## config.mk

```make
export PLATFORM = sky130hd
export DESIGN_NAME = pulseSwallowDivider
export DESIGN_NICKNAME = d
export VERILOG_FILES = /design/src/rtl/pswPkg.sv /design/src/rtl/pswDatapath.sv /design/src/rtl/pswControl.sv /design/src/rtl/pulseSwallowDivider.sv
export SDC_FILE = /design/constraint.sdc
export NUM_CORES = 1
export LEC_CHECK = 0
export BUFFER_PORTS_ARGS = -buffer_cell sky130_fd_sc_hd__buf_2
export CORE_ASPECT_RATIO = 1.1
export CORE_MARGIN = 5
export CORE_UTILIZATION = 67
export CTS_BUF_LIST = sky130_fd_sc_hd__clkbuf_4 sky130_fd_sc_hd__clkbuf_8
export DETAILED_ROUTE_END_ITERATION = 6
export PLACE_DENSITY = 0.95
export SETUP_SLACK_MARGIN = 0.15
export SKIP_CTS_REPAIR_TIMING = 1
export SYNTH_ARGS = -nofsm -noshare
export SYNTH_HDL_FRONTEND = slang
export SYNTH_SLANG_ARGS = --single-unit
```

## constraint.sdc

```tcl
create_clock -name clk -period 5.6 [get_ports clk]
set_input_delay 1.68 -clock clk [delete_from_list [all_inputs] [get_ports clk]]
set_output_delay 1.68 -clock clk [all_outputs]
set_load 0.02 [all_outputs]
```

## src/rtl/pswPkg.sv

```systemverilog
package pswPkg;
  typedef struct packed {
    logic capture;
    logic advance;
    logic reload;
  } pswStrobe_t;

  typedef struct packed {
    logic lastMain;
    logic swallowLeft;
    logic hiMod;
  } pswStatus_t;
endpackage

```

## src/rtl/pswDatapath.sv

```systemverilog
module pswDatapath
  import pswPkg::*;
#(
  parameter int NW    = 11,
  parameter int AW    = 7,
  parameter int N_MIN = 3
) (
  input  logic          clk,
  input  logic          rstN,
  input  logic [NW-1:0] nValue,
  input  logic [AW-1:0] aValue,
  input  logic          modSel,
  input  pswStrobe_t    strobe,
  output pswStatus_t    status,
  output logic          cfgErr
);
  localparam logic [NW-1:0] nFloor = NW'(N_MIN);
  localparam int XW = NW - AW;

  logic [NW-1:0] shadowN, nCnt, effN;
  logic [AW-1:0] shadowA, aCnt, effA;
  logic          shadowSel, activeSel;

  always_ff @(posedge clk or negedge rstN) begin
    if (!rstN) begin
      shadowN   <= nFloor;
      shadowA   <= '0;
      shadowSel <= 1'b0;
      cfgErr    <= 1'b0;
    end else if (strobe.capture) begin
      shadowN   <= nValue;
      shadowA   <= aValue;
      shadowSel <= modSel;
      cfgErr    <= (nValue < nFloor) || ({{XW{1'b0}}, aValue} >= nValue);
    end
  end

  always_comb begin
    effN = (shadowN < nFloor) ? nFloor : shadowN;
    if ({{XW{1'b0}}, shadowA} >= effN) effA = AW'(effN - NW'(1));
    else                               effA = shadowA;
  end

  always_ff @(posedge clk or negedge rstN) begin
    if (!rstN) begin
      nCnt      <= nFloor;
      aCnt      <= '0;
      activeSel <= 1'b0;
    end else if (strobe.reload) begin
      nCnt      <= effN;
      aCnt      <= effA;
      activeSel <= shadowSel;
    end else if (strobe.advance) begin
      nCnt <= nCnt - NW'(1);
      if (aCnt != '0) aCnt <= aCnt - AW'(1);
    end
  end

  assign status.lastMain    = (nCnt == NW'(1));
  assign status.swallowLeft = (aCnt != '0);
  assign status.hiMod       = activeSel;

  assert_swallow_below_main_R7: assert property (@(posedge clk) disable iff (!rstN)
    ({{XW{1'b0}}, aCnt} < nCnt)) else $error("swallow count reached main count");

  assert_shadow_hold_R5: assert property (@(posedge clk) disable iff (!rstN)
    !strobe.capture |=> $stable(shadowN) && $stable(shadowA) && $stable(shadowSel))
    else $error("shadow changed without strobe");

  assert_active_at_boundary_R4: assert property (@(posedge clk) disable iff (!rstN)
    !strobe.reload |=> $stable(activeSel)) else $error("modulus changed mid cycle");

  assert_err_follows_load_R6: assert property (@(posedge clk) disable iff (!rstN)
    strobe.capture |=> cfgErr == (($past(nValue) < nFloor) ||
                                  ({{XW{1'b0}}, $past(aValue)} >= $past(nValue))))
    else $error("error flag mismatch");
endmodule

```

## src/rtl/pswControl.sv

```systemverilog
module pswControl
  import pswPkg::*;
#(
  parameter int P_LO = 8,
  parameter int P_HI = 16
) (
  input  logic       clk,
  input  logic       rstN,
  input  logic       loadStb,
  input  pswStatus_t status,
  output pswStrobe_t strobe,
  output logic       fpOut
);
  localparam int PW = $clog2(P_HI + 1);
  localparam logic [PW-1:0] baseLo = PW'(P_LO - 1);
  localparam logic [PW-1:0] baseHi = PW'(P_HI - 1);

  logic [PW-1:0] preCnt, preTop;
  logic          preWrap;

  always_comb begin
    preTop  = (status.hiMod ? baseHi : baseLo) + PW'(status.swallowLeft);
    preWrap = (preCnt == preTop);
  end

  always_ff @(posedge clk or negedge rstN) begin
    if (!rstN)        preCnt <= '0;
    else if (preWrap) preCnt <= '0;
    else              preCnt <= preCnt + PW'(1);
  end

  assign strobe.capture = loadStb;
  assign strobe.advance = preWrap & ~status.lastMain;
  assign strobe.reload  = preWrap & status.lastMain;

  always_ff @(posedge clk or negedge rstN) begin
    if (!rstN) fpOut <= 1'b0;
    else       fpOut <= strobe.reload;
  end

  assert_single_pulse_R3: assert property (@(posedge clk) disable iff (!rstN)
    fpOut |=> !fpOut) else $error("pulse wider than one clock");

  assert_prescaler_range_R1: assert property (@(posedge clk) disable iff (!rstN)
    preCnt <= PW'(P_HI)) else $error("prescaler count out of range");
endmodule

```

## src/rtl/pulseSwallowDivider.sv

```systemverilog
module pulseSwallowDivider
  import pswPkg::*;
#(
  parameter int P_LO = 8,
  parameter int P_HI = 16,
  parameter int NW   = 11,
  parameter int AW   = 7
) (
  input  logic          clk,
  input  logic          rstN,
  input  logic [NW-1:0] nValue,
  input  logic [AW-1:0] aValue,
  input  logic          modSel,
  input  logic          loadStb,
  output logic          fpOut,
  output logic          cfgErr
);
  pswStrobe_t strobe;
  pswStatus_t status;

  pswControl #(.P_LO(P_LO), .P_HI(P_HI)) uCtrl (
    .clk(clk), .rstN(rstN), .loadStb(loadStb),
    .status(status), .strobe(strobe), .fpOut(fpOut)
  );

  pswDatapath #(.NW(NW), .AW(AW), .N_MIN(3)) uData (
    .clk(clk), .rstN(rstN), .nValue(nValue), .aValue(aValue),
    .modSel(modSel), .strobe(strobe), .status(status), .cfgErr(cfgErr)
  );
endmodule

```

# [After elaboration in Yosys (flattened, before gate mapping)]
# Cells that the tools add are included.
[totals] input_bits=22 word_cells=37 reg_bits=45
[classes] add_sub_neg=5 n_bitwise=3 reduce_logical=5 n_eq_ne=2 n_mux=9 n_lt_le_gt_ge=4
[ops] cell="$mux W11" count=3
[ops] cell="$mux W7" count=4
[ops] cell="$ge A7 B11 Y1" count=2
[ops] cell="$lt A11 B2 Y1 const B" count=2
[ops] cell="$sub A7 B1 Y7 const B" count=2
[ops] cell="$eq A11 B1 Y1 const B" count=1
[ops] cell="$sub A11 B1 Y11 const B" count=1
[ops] cell="$reduce_bool A7 Y1" count=1
[ops] cell="$add A5 B1 Y5" count=1
[ops] cell="$add A5 B1 Y5 const B" count=1
[ops] cell="$eq A5 B5 Y1" count=1
[ops] cell="$mux W5" count=1
[ops] cell="$mux W4" count=1
[ops] cell="$reduce_bool A2 Y1" count=2
[ops] cell="$and A1 B1 Y1" count=2
[ops] cell="$reduce_and A2 Y1" count=1
[ops] cell="$logic_or A1 B1 Y1" count=1
[ops] cell="$not A1 Y1" count=1

# [Longest topological paths before layout]
# Gate-level depths: netlist of run 1.
[depth] depth_word=6 depth_mapped=13 ltp_nobuf=13

# [Modules after synthesis]
# Synthesis of run 1 repeated with hierarchy kept, for this count alone.
[hier_totals] hier_cells=276 hier_area_um2=2721.4
[modules_own_cells] module="pswDatapath" area_each_um2=2402.3 cells_each=247 n_inst=1 seq_area_each_um2=980.9
[modules_own_cells] module="pswControl" area_each_um2=319.1 cells_each=29 n_inst=1 seq_area_each_um2=150.1

# [Least setup slack after synthesis of run 1]
# Ideal clock, no wire load.
[synth_path] kind="input port to flip-flop" startpoint="in loadStb" endpoint="reg uData.shadowA[3]" path_stages=3 required_ps=5475 setup_ps=125 arrival_ps=2678 slack_ps=2798 path_cell_list="clkbuf_1 > clkbuf_1 > mux2_2"
[synth_lines] element="from (decl)" line="pulseSwallowDivider.sv:14" rtl="input logic loadStb,"
[synth_lines] element="to (signal assigned)" line="pswDatapath.sv:32" rtl="shadowA <= aValue;"
[synth_lines] element="to (decl)" line="pswDatapath.sv:21" rtl="logic [AW-1:0] shadowA, aCnt, effA;"
# No word-level cell between the ends.

# [Final worst setup path of run 1]
[layout_path] startpoint="reg uData.aCnt[0]" endpoint="reg uData.nCnt[9]"
[layout_via] elab_chain_len=5
[layout_lines] element="from (decl)" line="pswDatapath.sv:21"
[layout_lines] element="from (signal assigned)" line="pswDatapath.sv:55" rtl="if (aCnt != '0) aCnt <= aCnt - AW'(1);"
[layout_lines] element="$reduce_bool A7 Y1 (*)" line="pswDatapath.sv:60" rtl="assign status.swallowLeft = (aCnt != '0);"
[layout_lines] element="$add A5 B1 Y5 (*)" line="pswControl.sv:22" rtl="preTop = (status.hiMod ? baseHi : baseLo) + PW'(status.swallowLeft);"
[layout_lines] element="$eq A5 B5 Y1 (*)" line="pswControl.sv:23" rtl="preWrap = (preCnt == preTop);"
[layout_lines] element="$and A1 B1 Y1, on equally long branches" line="pswControl.sv:34, pswControl.sv:33"
[layout_lines] element="$mux W11 or $reduce_bool A2 Y1 (tied branches)"
[layout_lines] element="to (signal assigned)" line="pswDatapath.sv:46" rtl="nCnt <= nFloor;"
[layout_lines] element="to (signal assigned)" line="pswDatapath.sv:50" rtl="nCnt <= effN;"
[layout_lines] element="to (signal assigned)" line="pswDatapath.sv:54" rtl="nCnt <= nCnt - NW'(1);"
[layout_lines] element="to (decl)" line="pswDatapath.sv:20" rtl="logic [NW-1:0] shadowN, nCnt, effN;"
# Mark *: on every way between the ends. The rest lies on a longest branch, timed or not.
# A chain may end at the register's enable or synchronous reset.

==> results.py, run 1 <==
metrics = {
    "sta": {
        "tightest_slew_ps": 990,
        "hold_violations": 0,
        "rsz0062_at_grt": "false",
        "fin_ws_ps": 2320,
        "max_freq_mhz": 305,
        "setup_tns_ps": 0,
        "fin_skew_ps": 5.79,
        "maxSlewHeadroom_pct": 34.0,
        "final-max-slew-violation-count": 0,
        "layout_min_cycle_time_ps": 3280,
        "setup_viol_count_final": 0,
        "fin_crit_sh_pct": 58.6,
    },
    "flow_run": {
        "drv_cap": 0,
    },
    "logic_synthesis": {
        "synth_top_cell_by_area": "dfrtp_1",
        "ys_seq_area_share_pct": 39.9,
        "synth_area_leaders": "dfrtp_1, ha_1, mux2_2",
        "syn-cell-area_sq_um": 2830,
        "synth_flop_cell": "dfrtp_1",
        "synth_seq_cells": 45,
        "synthDistinctLibCells": 48,
        "ys.warnings.count": 0,
        "netlist_instances": 301,
        "syn_nets": 344,
        "syn_avg_cell_area_sq_um": 9.41,
        "yosys.area.top_type_share_pct": 36.2,
        "synth-edff-count": 0,
        "synthArstFlopShare_pct": 100,
    },
    "cts": {
        "numCtsBuffers": 5,
        "cts_max_level": 2,
        "cts_buffer_depth": 2,
        "clkTransAtPathRegs_ps": 80,
        "insertion_delay_ps": 300,
        "cts_tree": "yes",
        "cts_sinks": 45,
        "root_buffer": "clkbuf_8",
    },
    "route": {
        "drt_wl_total_mm": 6.69,
        "drtAntennaViolNets": 0,
        "firstDrtPassIters": 5,
        "num_vias": 2371,
        "drc_errors": 0,
        "wl_per_cell_um": 17.9,
        "drt_iter0_drc": 223,
        "viasPerCell": 6.34,
    },
    "layout": {
        "drive_above_1_share_pct": 19.6,
        "design_area_sq_um": 3040,
        "n_antenna_cell": 0,
        "nets": 364,
        "syn2layout_area_growth_pct": 7.46,
    },
    "outcome": {
        "status": "complete, no violations",
    },
    "global_routing": {
        "grt_first_pass_wirelength_mm": 11.3,
        "grt_remaining_overflow": 0,
        "grt.total_usage_pct": 25.9,
        "antenna_found_initial": 0,
        "grt_max_degree": 46,
        "grt_pass1_vias": 2476,
    },
    "setup_path": {
        "crit_type": "reg2reg",
        "crit_chain": "inv_1 -> ha_1 -> nor4b_1 -> and2_1 -> inv_1 -> ha_1 -> xnor2_1 -> nand2_1 -> a21oi_1 -> buf_4 -> o21ai_0 -> nor2b_1 -> a21oi_1",
        "critPathMaxFanout": 18,
        "slowest_stage": "a21oi_1",
        "end_kind": "flop",
        "slowest_delay_ps": 490,
        "crit_required_ps": 5830,
        "cp.arrival_ps": 3520,
        "critPathLaunchType": "flop",
        "path_buf_inv": 3,
        "cp_top_family": "simple AND/OR/NAND/NOR gates",
    },
    "floorplan": {
        "die-area_sq_um": 5630,
        "die_width_um": 72.0,
        "ios": 24,
        "core_sq_um": 4020,
        "dieHeight_um": 78.2,
        "start_util_pct": 70.4,
        "rows": 24,
    },
    "placement": {
        "dpl_cell_area_sq_um": 2950,
        "dp_hpwl_mm": 4.81,
        "io_buffers": 23,
        "routabilityCongestion": 0.875,
        "pre_cts_ws_ps": 2380,
    },
    "hold_path": {
        "hold_class": "reg2reg",
    },
    "power_and_ir_drop": {
        "power.density_nw_per_um2": 215,
        "p_leak_nw": 1.48,
        "irDropWorstVdd_uv": 173,
    },
}
-- cells in the final DEF, fill, tap and decap left out, types with 2 or more instances in the layout --
master / count
clkbuf_8: 5
o31a_1: 2
nor2b_1: 3
o211ai_1: 3
nor3_1: 12
a21oi_1: 20
ha_1: 21
nor4_1: 6
inv_1: 25
nand2b_1: 4
or4_1: 4
nor2_1: 20
dfrtp_1: 41
a21o_1: 3
xnor2_1: 6
o21ai_0: 13
mux2_2: 14
xor2_1: 2
and2_1: 2
buf_2: 23
a21oi_2: 5
nand3_1: 8
dfstp_2: 4
nand2_1: 21
or3_1: 3
or2_2: 3
o21ai_1: 14
nand4_1: 4
nor4_4: 2
clkbuf_4: 2
mux2i_1: 9
-- per-layer routing --
layer	vias to the layer above	GRT usage, %	wire [um]
met5	-	0	0
met4	0	13.7	257
met3	32	6.26	496
met2	111	44.6	3440
met1	1121	29.4	2500
li1	1107	-	-
-- flip-flops by register name, indices dropped and copies added, names as in the netlist --
| signal | cells |
|---|---|
| uData.shadowSel | 1 |
| uData.aCnt | 7 |
| uData.activeSel | 1 |
| uData.cfgErr | 1 |
| uData.shadowA | 7 |
| uData.nCnt | 11 |
| uData.shadowN | 11 |
| uCtrl.fpOut | 1 |
| uCtrl.preCnt | 5 |
-- stage by stage --
step	utilization [%]	instances	hold WS, ps	power [mW]
finish	75.7	374	479	0.653
global route	75.7	374	502	0.681
CTS	75.7	374	482	0.652
detailed placement	73.4	366	472	0.448
global placement	73.4	366	460	0.439
floorplan	-	301	440	0.410
-- cells by family after synthesis --
logic type / count (synthesis) / share of synthesized area [%]
and+or+nand+nor: 99 / 19.0
AOI/OAI and AO/OA: 69 / 14.9
DFF: 45 / 39.9
buffers and inverters: 36 / 5.70
muxes: 23 / 8.75
adders and majority gates: 21 / 9.28
xor gates and xnor gates: 8 / 2.47
-- cell usage after synthesis (3+ instances only) --
| library cell | number |
|---|---|
| mux2_2 | 14 |
| or4_1 | 4 |
| a21o_1 | 3 |
| a21oi_1 | 20 |
| dfstp_2 | 4 |
| dfrtp_1 | 41 |
| a21oi_2 | 5 |
| buf_2 | 3 |
| or2_2 | 3 |
| mux2i_1 | 9 |
| nor3_1 | 12 |
| nand2_1 | 21 |
| ha_1 | 21 |
| nor4_1 | 6 |
| nand3_1 | 8 |
| nand4_1 | 4 |
| xnor2_1 | 6 |
| o21ai_0 | 13 |
| clkbuf_1 | 4 |
| nor2b_1 | 3 |
| or3_1 | 3 |
| nor2_1 | 20 |
| o21ai_1 | 14 |
| nand2b_1 | 4 |
| inv_1 | 25 |
| o211ai_1 | 3 |
| buf_6 | 3 |
-- power breakdown --
part / total, mW / switching [mW] / internal [mW]
Sequential: 0.355 / 0.0156 / 0.339
Combinational: 0.0904 / 0.0518 / 0.0386
Clock: 0.208 / 0.110 / 0.0980
Total: 0.653 / 0.177 / 0.476
-- final timing paths --
check / from / slack, ps / cells past startpoint / end
setup / recovery: uData.aCnt[0]$_DFFE_PN0P_ / 2320 / 13 / uData.nCnt[9]$_DFFE_PN0P_
hold / removal: uCtrl.preCnt[0]$_DFF_PN0_ / 480 / 1 / uCtrl.preCnt[0]$_DFF_PN0_
setup reg to reg: uData.aCnt[0]$_DFFE_PN0P_ / 2320 / 13 / uData.nCnt[9]$_DFFE_PN0P_
hold reg to reg: uCtrl.preCnt[0]$_DFF_PN0_ / 480 / 1 / uCtrl.preCnt[0]$_DFF_PN0_
max in group asynchronous: rstN / 3450 / 1 / uData.aCnt[4]$_DFFE_PN0P_
min in group asynchronous: rstN / 1530 / 1 / uCtrl.preCnt[3]$_DFF_PN0_
-- layout make-up --
class / count / area [sq um]
clock buffer: 7 / 83.8
clock inverter: 1 / 7.51
fill: 247 / 980
inverter: 25 / 93.8
multi-input combinational: 220 / 1540
sequential: 45 / 1130
tap: 52 / 65.1
timing repair buffer: 24 / 123
No activity file was read; power rests on OpenSTA's default activity.
==> run 2: changes to the inputs <==
Settings changed: CORE_UTILIZATION 67 to 62, PLACE_DENSITY 0.95 to 0.93.
Clock period 5.6 ns to 3.33 ns, I/O delays scaled along.
==> run 2 against run 1 <==
  * Register-to-register slack worse by 1900 ps
  * Sequential power up 68%
  * Non-clock buffer count up 3
  * Wire length down 5.1%
  * Count of clock-buffer cells in the layout unchanged
  * Clock power up 110%
  * Worst setup slack worse by 1900 ps
  * Combinational power up 65%
  * Via count down 0.21%
  * Critical path type unchanged
==> results.py, run 2 (same netlist as run 1, synthesis figures left out) <==
metrics = {
    "route": {
        "drt_iter0_drc": 175,
        "firstDrtPassIters": 5,
        "num_vias": 2366,
        "drc_errors": 0,
        "drtAntennaViolNets": 0,
        "drt_wl_total_mm": 6.34,
        "wl_per_cell_um": 16.7,
        "viasPerCell": 6.24,
    },
    "setup_path": {
        "path_buf_inv": 2,
        "crit_chain": "or4_1 -> nor3_1 -> nor2_1 -> inv_1 -> ha_1 -> nand2b_1 -> nand3_1 -> a21oi_1 -> o21bai_1 -> buf_4 -> mux2i_1 -> a21oi_2",
        "cp_top_family": "simple AND/OR/NAND/NOR gates",
        "slowest_delay_ps": 620,
        "crit_type": "reg2reg",
        "critPathMaxFanout": 7,
        "crit_required_ps": 3520,
        "critPathLaunchType": "flop",
        "slowest_stage": "or4_1",
        "end_kind": "flop",
        "cp.arrival_ps": 3120,
    },
    "cts": {
        "cts_max_level": 2,
        "numCtsBuffers": 5,
        "insertion_delay_ps": 300,
        "cts_tree": "yes",
        "cts_sinks": 45,
        "cts_buffer_depth": 2,
        "clkTransAtPathRegs_ps": 80,
        "root_buffer": "clkbuf_8",
    },
    "global_routing": {
        "grt_first_pass_wirelength_mm": 11.0,
        "antenna_found_initial": 0,
        "grt.total_usage_pct": 23.7,
        "grt_remaining_overflow": 0,
        "grt_max_degree": 46,
        "grt_pass1_vias": 2440,
    },
    "sta": {
        "fin_crit_sh_pct": 88.0,
        "fin_skew_ps": 8.73,
        "layout_min_cycle_time_ps": 2930,
        "tightest_slew_ps": 993,
        "setup_viol_count_final": 0,
        "setup_tns_ps": 0,
        "max_freq_mhz": 341,
        "maxSlewHeadroom_pct": 33.8,
        "final-max-slew-violation-count": 0,
        "hold_violations": 0,
        "rsz0062_at_grt": "false",
        "fin_ws_ps": 400,
    },
    "hold_path": {
        "hold_class": "reg2reg",
    },
    "floorplan": {
        "start_util_pct": 65.2,
        "die-area_sq_um": 6020,
        "core_sq_um": 4350,
        "rows": 25,
        "dieHeight_um": 80.9,
        "ios": 24,
        "die_width_um": 74.4,
    },
    "placement": {
        "routabilityCongestion": 0.914,
        "dpl_cell_area_sq_um": 2980,
        "pre_cts_ws_ps": 311,
        "io_buffers": 23,
        "dp_hpwl_mm": 4.62,
    },
    "layout": {
        "nets": 367,
        "design_area_sq_um": 3110,
        "reg_top3": "uData.nCnt x11, uData.shadowN x11",
        "n_antenna_cell": 0,
        "final_common_cell": "dfrtp_1",
        "syn2layout_area_growth_pct": 9.85,
        "fillCellCount": 298,
        "final_cell_mix": "dfrtp_1, inv_1, buf_2",
        "multi_input_area_sq_um": 1550,
        "seq_area_sq_um": 1130,
        "drive_above_1_share_pct": 21.2,
    },
    "power_and_ir_drop": {
        "finalPower_mw": 1.18,
        "irDropWorstVdd_uv": 330,
        "p_leak_nw": 1.52,
        "power.density_nw_per_um2": 379,
    },
    "outcome": {
        "status": "complete, no violations",
    },
    "flow_run": {
        "drv_cap": 0,
    },
}
## run 2: worst paths after layout
| check | start | end | slack, ps | cells after the start |
|---|---|---|---|---|
| min | uData.activeSel$_DFFE_PN0P_ | uData.activeSel$_DFFE_PN0P_ | 490 | 2 |
| max reg2reg | uData.shadowN[9]$_DFFE_PN0P_ | uData.aCnt[5]$_DFFE_PN0P_ | 400 | 12 |
| min reg2reg | uData.activeSel$_DFFE_PN0P_ | uData.activeSel$_DFFE_PN0P_ | 490 | 2 |
| max in group asynchronous | rstN | uData.cfgErr$_DFFE_PN0P_ | 1860 | 1 |
| min in group asynchronous | rstN | uCtrl.preCnt[3]$_DFF_PN0_ | 850 | 1 |
| max | uData.shadowN[9]$_DFFE_PN0P_ | uData.aCnt[5]$_DFFE_PN0P_ | 400 | 12 |
## run 2: worst reg2reg max path, cell delays in order (launching register included)
cell      delay, ps
dfrtp_1         410
or4_1           620
nor3_1          300
nor2_1          170
inv_1            90
ha_1            220
nand2b_1        140
nand3_1          70
a21oi_1          70
o21bai_1        140
buf_4           190
mux2i_1         320
a21oi_2          90
## run 2: area by class of cell
type	instances	area share [%]
Clock inverter	1	0.965
Inverter	25	3.02
Timing Repair Buffer	27	4.66
Tap cell	54	2.17
Sequential cell	45	36.3
Clock buffer	7	2.90
Multi-Input combinational cell	220	49.9
## run 2: power breakdown
part           leakage [nW]  switching [mW]  total [mW]  internal (mW)
Sequential            0.533          0.0240       0.595          0.571
Clock                0.0619           0.182       0.435          0.253
Combinational         0.923          0.0838       0.149         0.0650
## run 2: per-stage QoR
step                hold slack, ps  util, %  instances
CTS                            492     71.3        379
floorplan                      440        -        301
global placement               465     68.5        371
detailed placement             473     68.5        371
global route                   527     71.6        379
finish                         491     71.6        379
## run 2: layer usage
layer  track usage [%]  share of wire (%)  vias to the layer above
met4              14.4                4.5                        0
met5                 0                  0                        -
li1                  -                  -                     1120
met2              40.2                 51                      102
met1              26.7                 39                     1112
met3              5.32                6.0                       32
